==> config.mk <==
export PLATFORM = sky130hd
export DESIGN_NAME = pwr_tstamp
export DESIGN_NICKNAME = d
export VERILOG_FILES = /design/src/rtl/pts_pkg.sv /design/src/rtl/pts_sync.sv /design/src/rtl/pts_edge.sv /design/src/rtl/pts_bank.sv /design/src/rtl/pwr_tstamp.sv
export SDC_FILE = /design/constraint.sdc
export NUM_CORES = 1
export LEC_CHECK = 0
export ABC_AREA = 1
export ABC_CLOCK_PERIOD_IN_PS = 3100
export CORE_MARGIN = 5
export CORE_UTILIZATION = 50
export DETAILED_ROUTE_END_ITERATION = 7
export PLACE_DENSITY = 0.8
export SETUP_SLACK_MARGIN = 0.15
export SLEW_MARGIN = 10
export SYNTH_ARGS = -nofsm -noshare
export SYNTH_HDL_FRONTEND = slang
export SYNTH_HIERARCHICAL = 1
export SYNTH_SLANG_ARGS = --single-unit
==> constraint.sdc <==
create_clock -name clk -period 3.1 [get_ports clk]
set_clock_uncertainty 0.2 [all_clocks]
set_input_delay 0.465 -clock clk [delete_from_list [all_inputs] [get_ports clk]]
set_output_delay 0.465 -clock clk [all_outputs]
set_load 0.02 [all_outputs]
==> src/rtl/pts_pkg.sv <==
package pts_pkg;
    localparam int FIELDS  = 8;
    localparam int FIELD_W = 8;
    localparam int IDX_W   = $clog2(FIELDS);
    localparam int STAMP_W = FIELDS * FIELD_W;

    typedef logic [FIELD_W-1:0] field_t;
    typedef field_t [FIELDS-1:0] stamp_t;
endpackage

==> src/rtl/pts_sync.sv <==
module pts_sync #(
    parameter int STAGES = 2
) (
    input  logic clk,
    input  logic rst_n,
    input  logic async_in,
    output logic sync_out
);
    logic [STAGES-1:0] chain_d, chain_q;

    always_comb begin
        chain_d = chain_q;
        chain_d[0] = async_in;
        for (int i = 1; i < STAGES; i++) begin
            chain_d[i] = chain_q[i-1];
        end
    end

    always_ff @(posedge clk or negedge rst_n) begin
        if (!rst_n) chain_q <= '0;
        else        chain_q <= chain_d;
    end

    assign sync_out = chain_q[STAGES-1];
endmodule

==> src/rtl/pts_edge.sv <==
module pts_edge (
    input  logic clk,
    input  logic rst_n,
    input  logic level,
    output logic rise,
    output logic fall
);
    logic prev_d, prev_q;

    always_comb begin
        prev_d = level;
    end

    always_ff @(posedge clk or negedge rst_n) begin
        if (!rst_n) prev_q <= 1'b0;
        else        prev_q <= prev_d;
    end

    assign rise = level & ~prev_q;
    assign fall = ~level & prev_q;
endmodule

==> src/rtl/pts_bank.sv <==
module pts_bank
    import pts_pkg::*;
#(
    parameter bit KEEP_FIRST = 1'b0
) (
    input  logic             clk,
    input  logic             rst_n,
    input  logic             cap,
    input  logic             clr,
    input  logic             wr_en,
    input  logic [IDX_W-1:0] wr_idx,
    input  field_t           wr_data,
    input  stamp_t           live,
    output stamp_t           snap,
    output logic             held
);
    typedef struct packed {
        stamp_t regs;
        logic   held;
    } bank_st_t;

    bank_st_t st_d, st_q;
    logic     fire;

    generate
        if (KEEP_FIRST) begin : g_first
            assign fire = cap & ~st_q.held;
        end else begin : g_latest
            assign fire = cap;
        end
    endgenerate

    always_comb begin
        st_d = st_q;
        if (fire) begin
            st_d.regs = live;
            st_d.held = KEEP_FIRST;
        end else if (clr) begin
            st_d.regs = '0;
            st_d.held = 1'b0;
        end else if (wr_en) begin
            st_d.regs[wr_idx] = wr_data;
            st_d.held = st_q.held && (st_d.regs != '0);
        end
    end

    always_ff @(posedge clk or negedge rst_n) begin
        if (!rst_n) st_q <= '0;
        else        st_q <= st_d;
    end

    assign snap = st_q.regs;
    assign held = st_q.held;
endmodule

==> src/rtl/pwr_tstamp.sv <==
module pwr_tstamp #(
    parameter int SYNC_STAGES = 2
) (
    input  logic                         clk,
    input  logic                         rst_n,
    input  logic                         on_batt,
    input  logic [pts_pkg::STAMP_W-1:0]  live_time,
    input  logic                         wr_en,
    input  logic                         wr_bank,
    input  logic [pts_pkg::IDX_W-1:0]    wr_idx,
    input  logic [pts_pkg::FIELD_W-1:0]  wr_data,
    input  logic                         clr_all,
    output logic [pts_pkg::STAMP_W-1:0]  loss_time,
    output logic [pts_pkg::STAMP_W-1:0]  restore_time
);
    import pts_pkg::*;

    logic   batt_s, batt_rise, batt_fall;
    logic   loss_held, rest_held;
    stamp_t loss_snap, rest_snap;

    pts_sync #(.STAGES(SYNC_STAGES)) u_sync (
        .clk      (clk),
        .rst_n    (rst_n),
        .async_in (on_batt),
        .sync_out (batt_s)
    );

    pts_edge u_edge (
        .clk   (clk),
        .rst_n (rst_n),
        .level (batt_s),
        .rise  (batt_rise),
        .fall  (batt_fall)
    );

    pts_bank #(.KEEP_FIRST(1'b1)) u_loss (
        .clk     (clk),
        .rst_n   (rst_n),
        .cap     (batt_rise),
        .clr     (clr_all),
        .wr_en   (wr_en & ~wr_bank),
        .wr_idx  (wr_idx),
        .wr_data (wr_data),
        .live    (live_time),
        .snap    (loss_snap),
        .held    (loss_held)
    );

    pts_bank #(.KEEP_FIRST(1'b0)) u_rest (
        .clk     (clk),
        .rst_n   (rst_n),
        .cap     (batt_fall),
        .clr     (1'b0),
        .wr_en   (wr_en & wr_bank),
        .wr_idx  (wr_idx),
        .wr_data (wr_data),
        .live    (live_time),
        .snap    (rest_snap),
        .held    (rest_held)
    );

    assign loss_time    = loss_snap;
    assign restore_time = rest_snap;
endmodule

Word level (Yosys, flattened, before mapping)
Index checks and enable logic that the tools add are counted.
{"block": "word_totals", "regBits": 133, "input_bits": 81, "elab_cells": 47}
{"block": "classes", "magnitude_cmp": 2, "muxes": 9, "bitwise_logic": 9, "n_reduce_logical": 7}
{"op": "2-to-1 mux 65 bit", "n": 5}
{"op": "bitwise mux 64 bit", "n": 2}
{"op": "nonzero test 64 bit", "n": 2}
{"op": "demux 8 bit (select 3 bit)", "n": 1}
{"op": "2-to-1 mux 8 bit", "n": 1}
{"op": "bitwise AND 1 bit", "n": 5}
{"op": "< comparator 3 x 4 -> 1 bit (second input constant)", "n": 1}
{"op": "inverter 1 bit", "n": 4}
{"op": "greater-or-equal comparator 3 x 1 -> 1 bit (second input constant)", "n": 1}
{"op": "logical AND 1 bit", "n": 3}
{"op": "nonzero test 3 bit", "n": 1}
{"op": "nonzero test 2 bit", "n": 1}

Depth between registers and ports, before layout
Gate-level depths: netlist of the first run.
{"block": "depth", "word_depth": 10, "mapped_depth": 13, "mapped_depth_nobuf": 12}

Cells and area by module
Netlist of the first run, hierarchy kept.
{"mod": "pts_bank at u_rest", "n_inst": 1, "cells_per_inst": 683, "area_each_um2": 4386.7}
{"mod": "pts_bank at u_loss", "n_inst": 1, "cells_per_inst": 662, "area_each_um2": 4184.0}
{"mod": "pts_sync", "n_inst": 1, "cells_per_inst": 2, "area_each_um2": 50.0}
{"mod": "pts_edge", "n_inst": 1, "cells_per_inst": 5, "area_each_um2": 40.0}
{"mod": "pwr_tstamp", "n_inst": 1, "cells_per_inst": 5, "area_each_um2": 21.3}

Worst setup path before layout of the first run
No wires, ideal clock.
{"block": "synth_path", "path_kind": "input to register", "startpoint": "in wr_idx[1] in the netlist's numbering", "endpoint": "reg u_rest.st_q (netlist bit u_rest/held)", "setup_time_ps": 115, "t_arrival_ps": 1519, "slack_ps": 1265, "cell_stages": 12, "path_cell_list": "buf_6 inv_2 nand3_4 buf_6 o21ai_1 nand2_1 nor2_1 nand2_1 nor2_1 nand2_1 nor2_1 nor2_1"}
{"block": "synth_between", "elab_chain_cells": 9, "word_cells_on_any_way": 10}
{"item": "from (decl)", "line": "pwr_tstamp.sv:10", "text": "input logic [pts_pkg::IDX_W-1:0] wr_idx,"}
{"item": "< comparator 3 x 4 -> 1 bit (not written as such) / greater-or-equal comparator 3 x 1 -> 1 bit (equally long branches)", "line": "pts_bank.sv:42", "text": "st_d.regs[wr_idx] = wr_data;"}
{"item": "logical AND 1 bit (not written as such)", "line": "pts_bank.sv:42"}
{"item": "2-to-1 mux 8 bit (not written as such)", "line": "pts_bank.sv:42"}
{"item": "demux 8 bit (select 3 bit) *"}
{"item": "bitwise mux 64 bit *", "line": "pts_bank.sv:42"}
{"item": "nonzero test 64 bit *", "line": "pts_bank.sv:43", "text": "st_d.held = st_q.held && (st_d.regs != '0);"}
{"item": "logical AND 1 bit *", "line": "pts_bank.sv:43"}
{"item": "2-to-1 mux 65 bit *", "line": "pts_bank.sv:41", "text": "end else if (wr_en) begin"}
{"item": "2-to-1 mux 65 bit *", "line": "pts_bank.sv:35", "text": "if (fire) begin"}
{"item": "to (signal assigned)", "line": "pts_bank.sv:49", "text": "else st_q <= st_d;"}
{"item": "to (decl)", "line": "pts_bank.sv:22", "text": "bank_st_t st_d, st_q;"}
Every way passes the cells marked *; elsewhere a longest branch is shown, timed or not. The select of a mux whose other input is x is not followed.
A chain may end at the register's enable or synchronous reset.

Worst setup path after layout of the first run
{"block": "layout_path", "startpoint": "in wr_idx[1] in the netlist's numbering", "endpoint": "reg u_loss.st_q (netlist bit u_loss/held)"}
{"block": "layout_between", "elab_chain_cells": 10, "word_cells_on_any_way": 11}
{"item": "< comparator 3 x 4 -> 1 bit (not written as such) / greater-or-equal comparator 3 x 1 -> 1 bit (equally long branches)", "line": "pts_bank.sv:42"}
{"item": "logical AND 1 bit (not written as such)", "line": "pts_bank.sv:42"}
{"item": "2-to-1 mux 8 bit (not written as such)", "line": "pts_bank.sv:42"}
{"item": "demux 8 bit (select 3 bit) *"}
{"item": "bitwise mux 64 bit *", "line": "pts_bank.sv:42"}
{"item": "nonzero test 64 bit *", "line": "pts_bank.sv:43"}
{"item": "logical AND 1 bit *", "line": "pts_bank.sv:43"}
{"item": "2-to-1 mux 65 bit *", "line": "pts_bank.sv:41"}
{"item": "2-to-1 mux 65 bit *", "line": "pts_bank.sv:38", "text": "end else if (clr) begin"}
{"item": "2-to-1 mux 65 bit *", "line": "pts_bank.sv:35"}
{"item": "to (signal assigned)", "line": "pts_bank.sv:49"}
{"item": "to (decl)", "line": "pts_bank.sv:22"}
Marks and branches as above.

==> impl_metrics.tcl, run 1 <==
set metrics [dict create \
    fp.dieH_um 139 \
    vias_per_cell 5.65 \
    area_growth_pct 35.1 \
    routed-via-count 9420 \
    worst-path-max-fanout 24 \
    r2r_slack_ns 0.88 \
    pre_cts_slack_ns 0.275 \
    crit_path_end_kind "flop" \
    grt_max_degree 75 \
    pin_count 209 \
    reg2reg_to "u_loss/snap[19]" \
    regToRegStartpoint "u_sync/chain_q[1]" \
    track_usage_pct 30.4 \
    clkTransAtPathRegs_ns 0.06 \
    die_w_um 139 \
    startpoint_type "primary input" \
    setup_tns_ns 0 \
    cts_tree "done" \
    layout.nets 1515 \
    p_total_uw 6550 \
    cap_violations 0 \
    powerDensity_nw_per_um2 583 \
    rows 47 \
    syn_avg_cell_area_um2 6.57 \
    numPortBuffers 208 \
    cts_resized 0 \
    clkSinkCount 132 \
    tightest_slew_ns 0.777 \
    cp_cell_sequence "clkdlybuf4s50_1, buf_12, nand3_1, nand2_1, nand2_1, nor2_1, nand2_1, nor2_1, nand2_1, nor2_1, nand3_1, nand2_1, nand2_1" \
    max_slew_margin_pct 48.2 \
    status "completed" \
    hold_start "u_sync/chain_q[0]" \
    power_leakage_uw 0.00537 \
    reg2reg_depth 7 \
    required_ns 3.22 \
    core_um2 16500 \
    worst_slack_ns 0.648 \
    peakVddDrop_uv 419 \
    antenna_found_initial 0 \
    slew_violations 0 \
    fmax_mhz 408 \
    setup_viol 0 \
    synth_cells 1263 \
    root_buffer "clkbuf_16" \
    drt.antenna.violating_nets 0 \
    hpwlAfterDp_mm 20.5 \
    design_area_um2 11200 \
    drt_first_iter_violations 1361 \
    synth-warning-count 6 \
    synth_area_um2 8300 \
    syn_nets 1344 \
    num-fill-cells 1422 \
    slowest_stage "clkdlybuf4s50_1" \
    hp-class "reg -> reg" \
    grt_pass1_wl_mm 47.6 \
    grt_pass1_vias 8869 \
    min_period_ns 2.45 \
    cp_slowest_stage_delay_ns 0.57 \
    min_to "u_sync/chain_q[1]" \
    gp_congestion 0.876 \
    drcViolationCount 0 \
    hold_viol 0 \
    detail_route.wl_per_cell_um 18.1 \
    diodes 0 \
    rsz0062_at_grt "false" \
    timing.final.crit_share_pct 79.1 \
    dieArea_um2 19300 \
    start_util_pct 50.4 \
    clock_path_buffers 2 \
    post_dp_cell_area_um2 10600 \
    hold_path_depth 0 \
    cts_made_buffers 17 \
    grt_overflow 0 \
    critPathArrivalTime_ns 2.57 \
    clk_latency_ns 0.44 \
    postCtsSetupBuffers 0 \
    cts_max_level 4 \
    criticalPathCategory "in -> reg" \
    crit_top_cell "nand2_1" \
    drive_gt1_share_pct 6.08 \
    firstDrtPassIters 8 \
    wirelength_mm 30.2 \
    fin_util_pct 68.1 \
]
-- placed cells by master (no fill, tap or decap), types with 3 or more instances in the layout --
| master | instances |
|---|---|
| inv_2 | 8 |
| nand2_2 | 3 |
| nand4_1 | 12 |
| clkdlybuf4s50_1 | 206 |
| nand3_1 | 94 |
| nand3_2 | 8 |
| bufinv_16 | 5 |
| nor2_4 | 6 |
| buf_4 | 14 |
| nand2_1 | 421 |
| buf_12 | 8 |
| a31oi_1 | 126 |
| nor2_1 | 166 |
| nor2_2 | 4 |
| dfrtp_1 | 132 |
| o21ai_2 | 5 |
| clkbuf_1 | 4 |
| o21ai_1 | 27 |
| inv_1 | 140 |
| clkbuf_16 | 17 |
| o21ai_0 | 26 |
-- critical path, delay by kind of cell --
| family | cells | cell delay (ns) |
|---|---|---|
| buf+inv | 2 | 0.78 |
| simple gates | 11 | 1.31 |
-- area by class of cell --
class | count | area [µm²] | share of cell area, %
flip-flops and latches | 132 | 3300 | 29.4
multi-input cells | 905 | 4100 | 36.5
repair buffers | 230 | 2340 | 20.9
inverters | 148 | 556 | 4.95
clock inverters | 9 | 175 | 1.56
clock buffers | 23 | 468 | 4.17
well taps | 220 | 275 | 2.45
-- report_power, final --
group          internal (µW)  switching [µW]
clock                   1470             778
sequential              1980             232
combinational            874            1220
total                   4320            2230
-- stage by stage --
| stage | hold slack, ns | instances |
|---|---|---|
| after floorplan | -0.0306 | 1263 |
| after global placement | 0.135 | 1634 |
| after detailed placement | 0.154 | 1634 |
| after CTS | 0.158 | 1667 |
| after global routing | 0.163 | 1667 |
| final | 0.154 | 1667 |
-- worst max-delay path by stage --
stage	start	to	slack, ns	cells after the start
finish	wr_idx[1]	u_loss/held	0.65	13
detailed placement	wr_idx[1]	u_loss/held	0.27	13
floorplan	wr_en	u_loss/snap[16]	1.28	7
global route	wr_idx[1]	u_loss/held	0.38	13
CTS	wr_idx[1]	u_loss/held	0.70	13
global placement	wr_idx[1]	u_loss/held	0.37	11
-- metal layers --
layer,share of wire [%],up-vias,GRT usage (%)
met5,0,-,0
met4,3.9,0,12.7
met3,9.5,103,5.72
met2,48,561,50.6
met1,39,4357,39.1
li1,-,4399,-
-- flip-flops by register name, indices dropped and copies added, names as in the netlist --
signal and cells:
u_edge/prev_q 1, u_rest/snap 64, u_loss/held 1, u_sync/chain_q 2, u_loss/snap 64
-- what timing repair did --
action,4_1_cts,5_1_grt
setup endpoints to repair,0,0
hold endpoints to repair,132,0
hold buffers,1,0
No activity file was read; power rests on OpenSTA's default activity.
==> run 2, diff against run 1 <==
Settings changed: ABC_CLOCK_PERIOD_IN_PS 3100 to 2450.
Clock period 3.1 ns to 2.45 ns, I/O delays scaled along.
==> run 2 against run 1 <==
Wire length rose by 1.4%. Worst hold slack better by 0.0052 ns. Combinational power increased by 33%. Power grew 27%. Register-to-register slack got worse by 0.30 ns. Design area grew 4.2%. Non-clock buffer count increased by 56. Via count is 1.4% higher. Core utilization up 2.9 points. Clock power is 23% higher.
==> impl_metrics.tcl, run 2 (synthesis gave the netlist of run 1 again) <==
set metrics [dict create \
    cap_violations 0 \
    track_usage_pct 31.0 \
    grt_pass1_wl_mm 48.1 \
    drcViolationCount 0 \
    status "completed" \
    grt_max_degree 65 \
    routed-via-count 9554 \
    grt_overflow 0 \
    crit_end "u_loss/held" \
    gp_congestion 0.895 \
    final_cell_mix "421 x nand2_1, 206 x clkdlybuf4s50_1, 165 x nor2_1, 140 x inv_1, 132 x dfrtp_1" \
    busiest_layer "met2" \
    fp.dieH_um 139 \
    start_util_pct 50.4 \
    firstDrtPassIters 6 \
    crit_start "wr_idx[1]" \
    setup_viol 0 \
    die_w_um 139 \
    slowest_stage "clkdlybuf4s50_1" \
    cp_slowest_stage_delay_ns 0.51 \
    drt.antenna.violating_nets 0 \
    clk_latency_ns 0.43 \
    wirelength_mm 30.7 \
    cts_max_level 4 \
    power_leakage_uw 0.00565 \
    layout.nets 1571 \
    min_period_ns 2.14 \
    area_growth_pct 40.8 \
    tightest_slew_ns 0.741 \
    cts_tree "done" \
    rows 47 \
    regToRegStartpoint "u_sync/chain_q[1]" \
    r2r_slack_ns 0.58 \
    use_met2_pct 50.8 \
    vias_per_cell 5.54 \
    root_buffer "clkbuf_16" \
    layout_commonest_cell "nand2_1" \
    reg2reg_to "u_loss/snap[30]" \
    antenna_found_initial 1 \
    num-fill-cells 1348 \
    required_ns 2.57 \
    clock_path_buffers 2 \
    cp_cell_sequence "clkdlybuf4s50_1, buf_4, buf_4, nand3_2, o21ai_1, nand2_1, nor2_1, nand3_1, nor2_1, nand3_1, nand2_1, nand2_1" \
    rsz0062_at_grt "false" \
    clkSinkCount 132 \
    design_area_um2 11700 \
    startpoint_type "primary input" \
    dieArea_um2 19300 \
    worst-path-max-fanout 9 \
    hpwlAfterDp_mm 21.3 \
    grt_use_met1_pct 39.4 \
    clkTransAtPathRegs_ns 0.06 \
    cts_made_buffers 17 \
    hp-class "reg -> reg" \
    timing.final.crit_share_pct 87.4 \
    numPortBuffers 208 \
    slew_violations 0 \
    critPathArrivalTime_ns 2.26 \
    reg2reg_depth 9 \
    core_um2 16500 \
    peakVddDrop_uv 486 \
    crit_top_cell "nand2_1" \
    post_dp_cell_area_um2 11000 \
    detail_route.wl_per_cell_um 17.8 \
    drt_first_iter_violations 1091 \
    pin_count 209 \
    criticalPathCategory "in -> reg" \
    fin_util_pct 71.0 \
    drive_gt1_share_pct 9.71 \
    fmax_mhz 467 \
    powerDensity_nw_per_um2 713 \
    grt_pass1_vias 9098 \
    crit_path_end_kind "flop" \
    max_slew_margin_pct 50.6 \
    hold_viol 0 \
    use_met3_pct 7.38 \
]
[run 2: how the worst min path moves through the flow]
stage	from	to	slack, ns	cells after the start
floorplan	rst_n	u_edge/prev_q	-0.13	0
global placement	u_sync/chain_q[0]	u_sync/chain_q[1]	0.13	0
detailed placement	u_sync/chain_q[0]	u_sync/chain_q[1]	0.14	0
CTS	u_sync/chain_q[0]	u_sync/chain_q[1]	0.16	0
global route	u_sync/chain_q[0]	u_sync/chain_q[1]	0.18	0
finish	u_sync/chain_q[0]	u_sync/chain_q[1]	0.16	0
[run 2: where the power goes]
part           switching [µW]  leakage (µW)  internal, µW
logic                    1560       0.00373          1210
clock network             994      0.000303          1780
registers                 301       0.00161          2500
[run 2: routing by layer]
metal / share of wire, % / wire (µm)
met1: 39 / 11900
met3: 10 / 3090
met4: 3.4 / 1040
met5: 0 / 0
met2: 48 / 14600
[run 2: through the flow]
step | setup WS [ns] | hold slack (ns) | TNS [ns] | std cells | power [µW]
floorplan | 0.633 | -0.128 | 0 | 1263 | 4180
global placement | -0.0857 | 0.132 | -0.0857 | 1690 | 5490
detailed placement | -0.0910 | 0.144 | -0.0910 | 1690 | 5540
CTS | 0.312 | 0.156 | 0 | 1723 | 8320
global route | 0.152 | 0.176 | 0 | 1724 | 8710
finish | 0.308 | 0.159 | 0 | 1724 | 8340
[run 2: cell type report]
class / count / area, µm² / area share, %
Antenna cell: 1 / 2.50 / 0.0214
Clock buffer: 23 / 478 / 4.09
Clock inverter: 9 / 150 / 1.28
Inverter: 148 / 556 / 4.75
Multi-Input combinational cell: 905 / 4130 / 35.3
Sequential cell: 132 / 3300 / 28.2
Tap cell: 220 / 275 / 2.35
Timing Repair Buffer: 286 / 2800 / 24.0
[run 2: repair_timing]
action	4_1_cts	5_1_grt
setup endpoints to repair	0	1
resized for setup	0	8
hold buffers	1	0
endpoints found under the hold margin	36	0
setup buffers	0	0
[run 2: critical path, delay by kind of cell]
kind / cells / cell delay [ns]
buffers and inverters: 3 / 0.88
AND/OR/NAND/NOR: 8 / 0.81
AO/OA/AOI/OAI: 1 / 0.20
==> run 3, diff against run 2 <==
Settings changed: ABC_CLOCK_PERIOD_IN_PS 2450 to 2200.
Clock period 2.45 ns to 2.2 ns, I/O delays scaled along.
==> run 3 against run 2 <==
Register-to-register slack got worse by 0.32 ns. Final cell count up 1.5%. Via count grew 0.75%. Wire length decreased by 1.6%. Critical path depth is 11 lower. Die area stayed put.
==> impl_metrics.tcl, run 3 (synthesis gave the netlist of run 1 again) <==
set metrics [dict create \
    final_cell_mix "421 x nand2_1, 204 x clkdlybuf4s50_1, 165 x nor2_1, 140 x inv_1, 132 x dfrtp_1" \
    antenna_found_initial 2 \
    slowest_stage "clkdlybuf4s50_1" \
    fin_util_pct 72.5 \
    clk_latency_ns 0.43 \
    design_area_um2 11900 \
    crit_buf_inv 1 \
    peakVddDrop_uv 599 \
    hold_viol 0 \
    layout.nets 1596 \
    root_buffer "clkbuf_16" \
    startpoint_type "flop" \
    grt_overflow 0 \
    reg2reg_depth 9 \
    fp.dieH_um 139 \
    setup_tns_ns 0 \
    clock_path_buffers 2 \
    status "completed" \
    post_dp_cell_area_um2 11300 \
    grt_pass1_vias 9230 \
    clkSinkCount 132 \
    worst-path-max-fanout 3 \
    layout_commonest_cell "nand2_1" \
    crit_path_end_kind "output pin" \
    crit_family "buffers and inverters" \
    clkTransAtPathRegs_ns 0.06 \
    track_usage_pct 30.7 \
    firstDrtPassIters 7 \
    timing.final.crit_share_pct 91.2 \
    rsz0062_at_grt "false" \
    gp_congestion 0.897 \
    criticalPathCategory "reg -> out" \
    vias_per_cell 5.50 \
    fmax_mhz 499 \
    grt_pass1_wl_mm 47.7 \
    postCtsSetupBuffers 0 \
    critPathArrivalTime_ns 1.48 \
    cts_max_level 4 \
    setup_viol 0 \
    cts_tree "done" \
    grt_max_degree 73 \
    wirelength_mm 30.2 \
    regToRegStartpoint "u_sync/chain_q[1]" \
    powerDensity_nw_per_um2 759 \
    drt_first_iter_violations 1014 \
    numPortBuffers 208 \
    hpwlAfterDp_mm 21.3 \
    rows 47 \
    routed-via-count 9626 \
    required_ns 1.67 \
    drive_gt1_share_pct 11.3 \
    dieArea_um2 19300 \
    slew_violations 0 \
    start_util_pct 50.4 \
    cap_violations 0 \
    drt.antenna.violating_nets 0 \
    crit_start "u_loss/snap[16]" \
    detail_route.wl_per_cell_um 17.2 \
    p_total_uw 9060 \
    pin_count 209 \
    power_leakage_uw 0.00580 \
    cp_cell_sequence "clkdlybuf4s50_1" \
    cts_made_buffers 17 \
    drcViolationCount 0 \
    hp-class "in -> async" \
    die_w_um 139 \
    core_um2 16500 \
    cp.depth 1 \
    area_growth_pct 43.8 \
    min_period_ns 2.01 \
    cp_slowest_stage_delay_ns 0.64 \
]
[run 3: where the power goes]
part           switching [µW]  internal, µW  total [µW]
registers                 327          2790        3110
logic                    1750          1430        3180
clock network            1090          1680        2770
[run 3: path summary, 6_finish.rpt]
kind	end	slack (ns)
worst max-delay path	loss_time[16]	0.19
worst min-delay path	u_rest/snap[33]	0.09
worst max register to register	u_loss/snap[42]	0.26
worst min register to register	u_sync/chain_q[1]	0.16
max in group asynchronous	u_rest/snap[11]	1.03
min in group clk	u_sync/chain_q[0]	0.14
[run 3: layer usage]
| metal | vias to the layer above | wire, µm | global-route usage, % |
|---|---|---|---|
| li1 | 4570 | - | - |
| met5 | - | 0 | 0 |
| met2 | 535 | 14200 | 50.1 |
| met4 | 0 | 1220 | 14.8 |
| met1 | 4420 | 11900 | 38.6 |
| met3 | 101 | 2820 | 7.14 |
[run 3: what timing repair did]
action,4_1_cts,5_1_grt
setup endpoints to repair,1,18
hold endpoints to repair,132,0
cloned,0,0
hold buffers,1,0
resized for setup,6,6
[run 3: cell type report]
class	instances	area, µm²
Tap cell	220	275
Multi-Input combinational cell	905	4140
Sequential cell	132	3300
Clock buffer	21	450
Clock inverter	11	110
Inverter	148	556
Timing Repair Buffer	311	3100
Antenna cell	1	2.50
Fill cell	1292	4530
[run 3: per-stage QoR]
step | instances | worst slack, ns | hold slack (ns)
3_5_place_dp | 1715 | -0.342 | -0.00310
2_1_floorplan | 1263 | 0.383 | -0.166
3_3_place_gp | 1715 | -0.287 | -0.00303
6_report | 1749 | 0.194 | 0.0915
5_1_grt | 1749 | 0.153 | 0.124
4_1_cts | 1748 | 0.152 | 0.0861
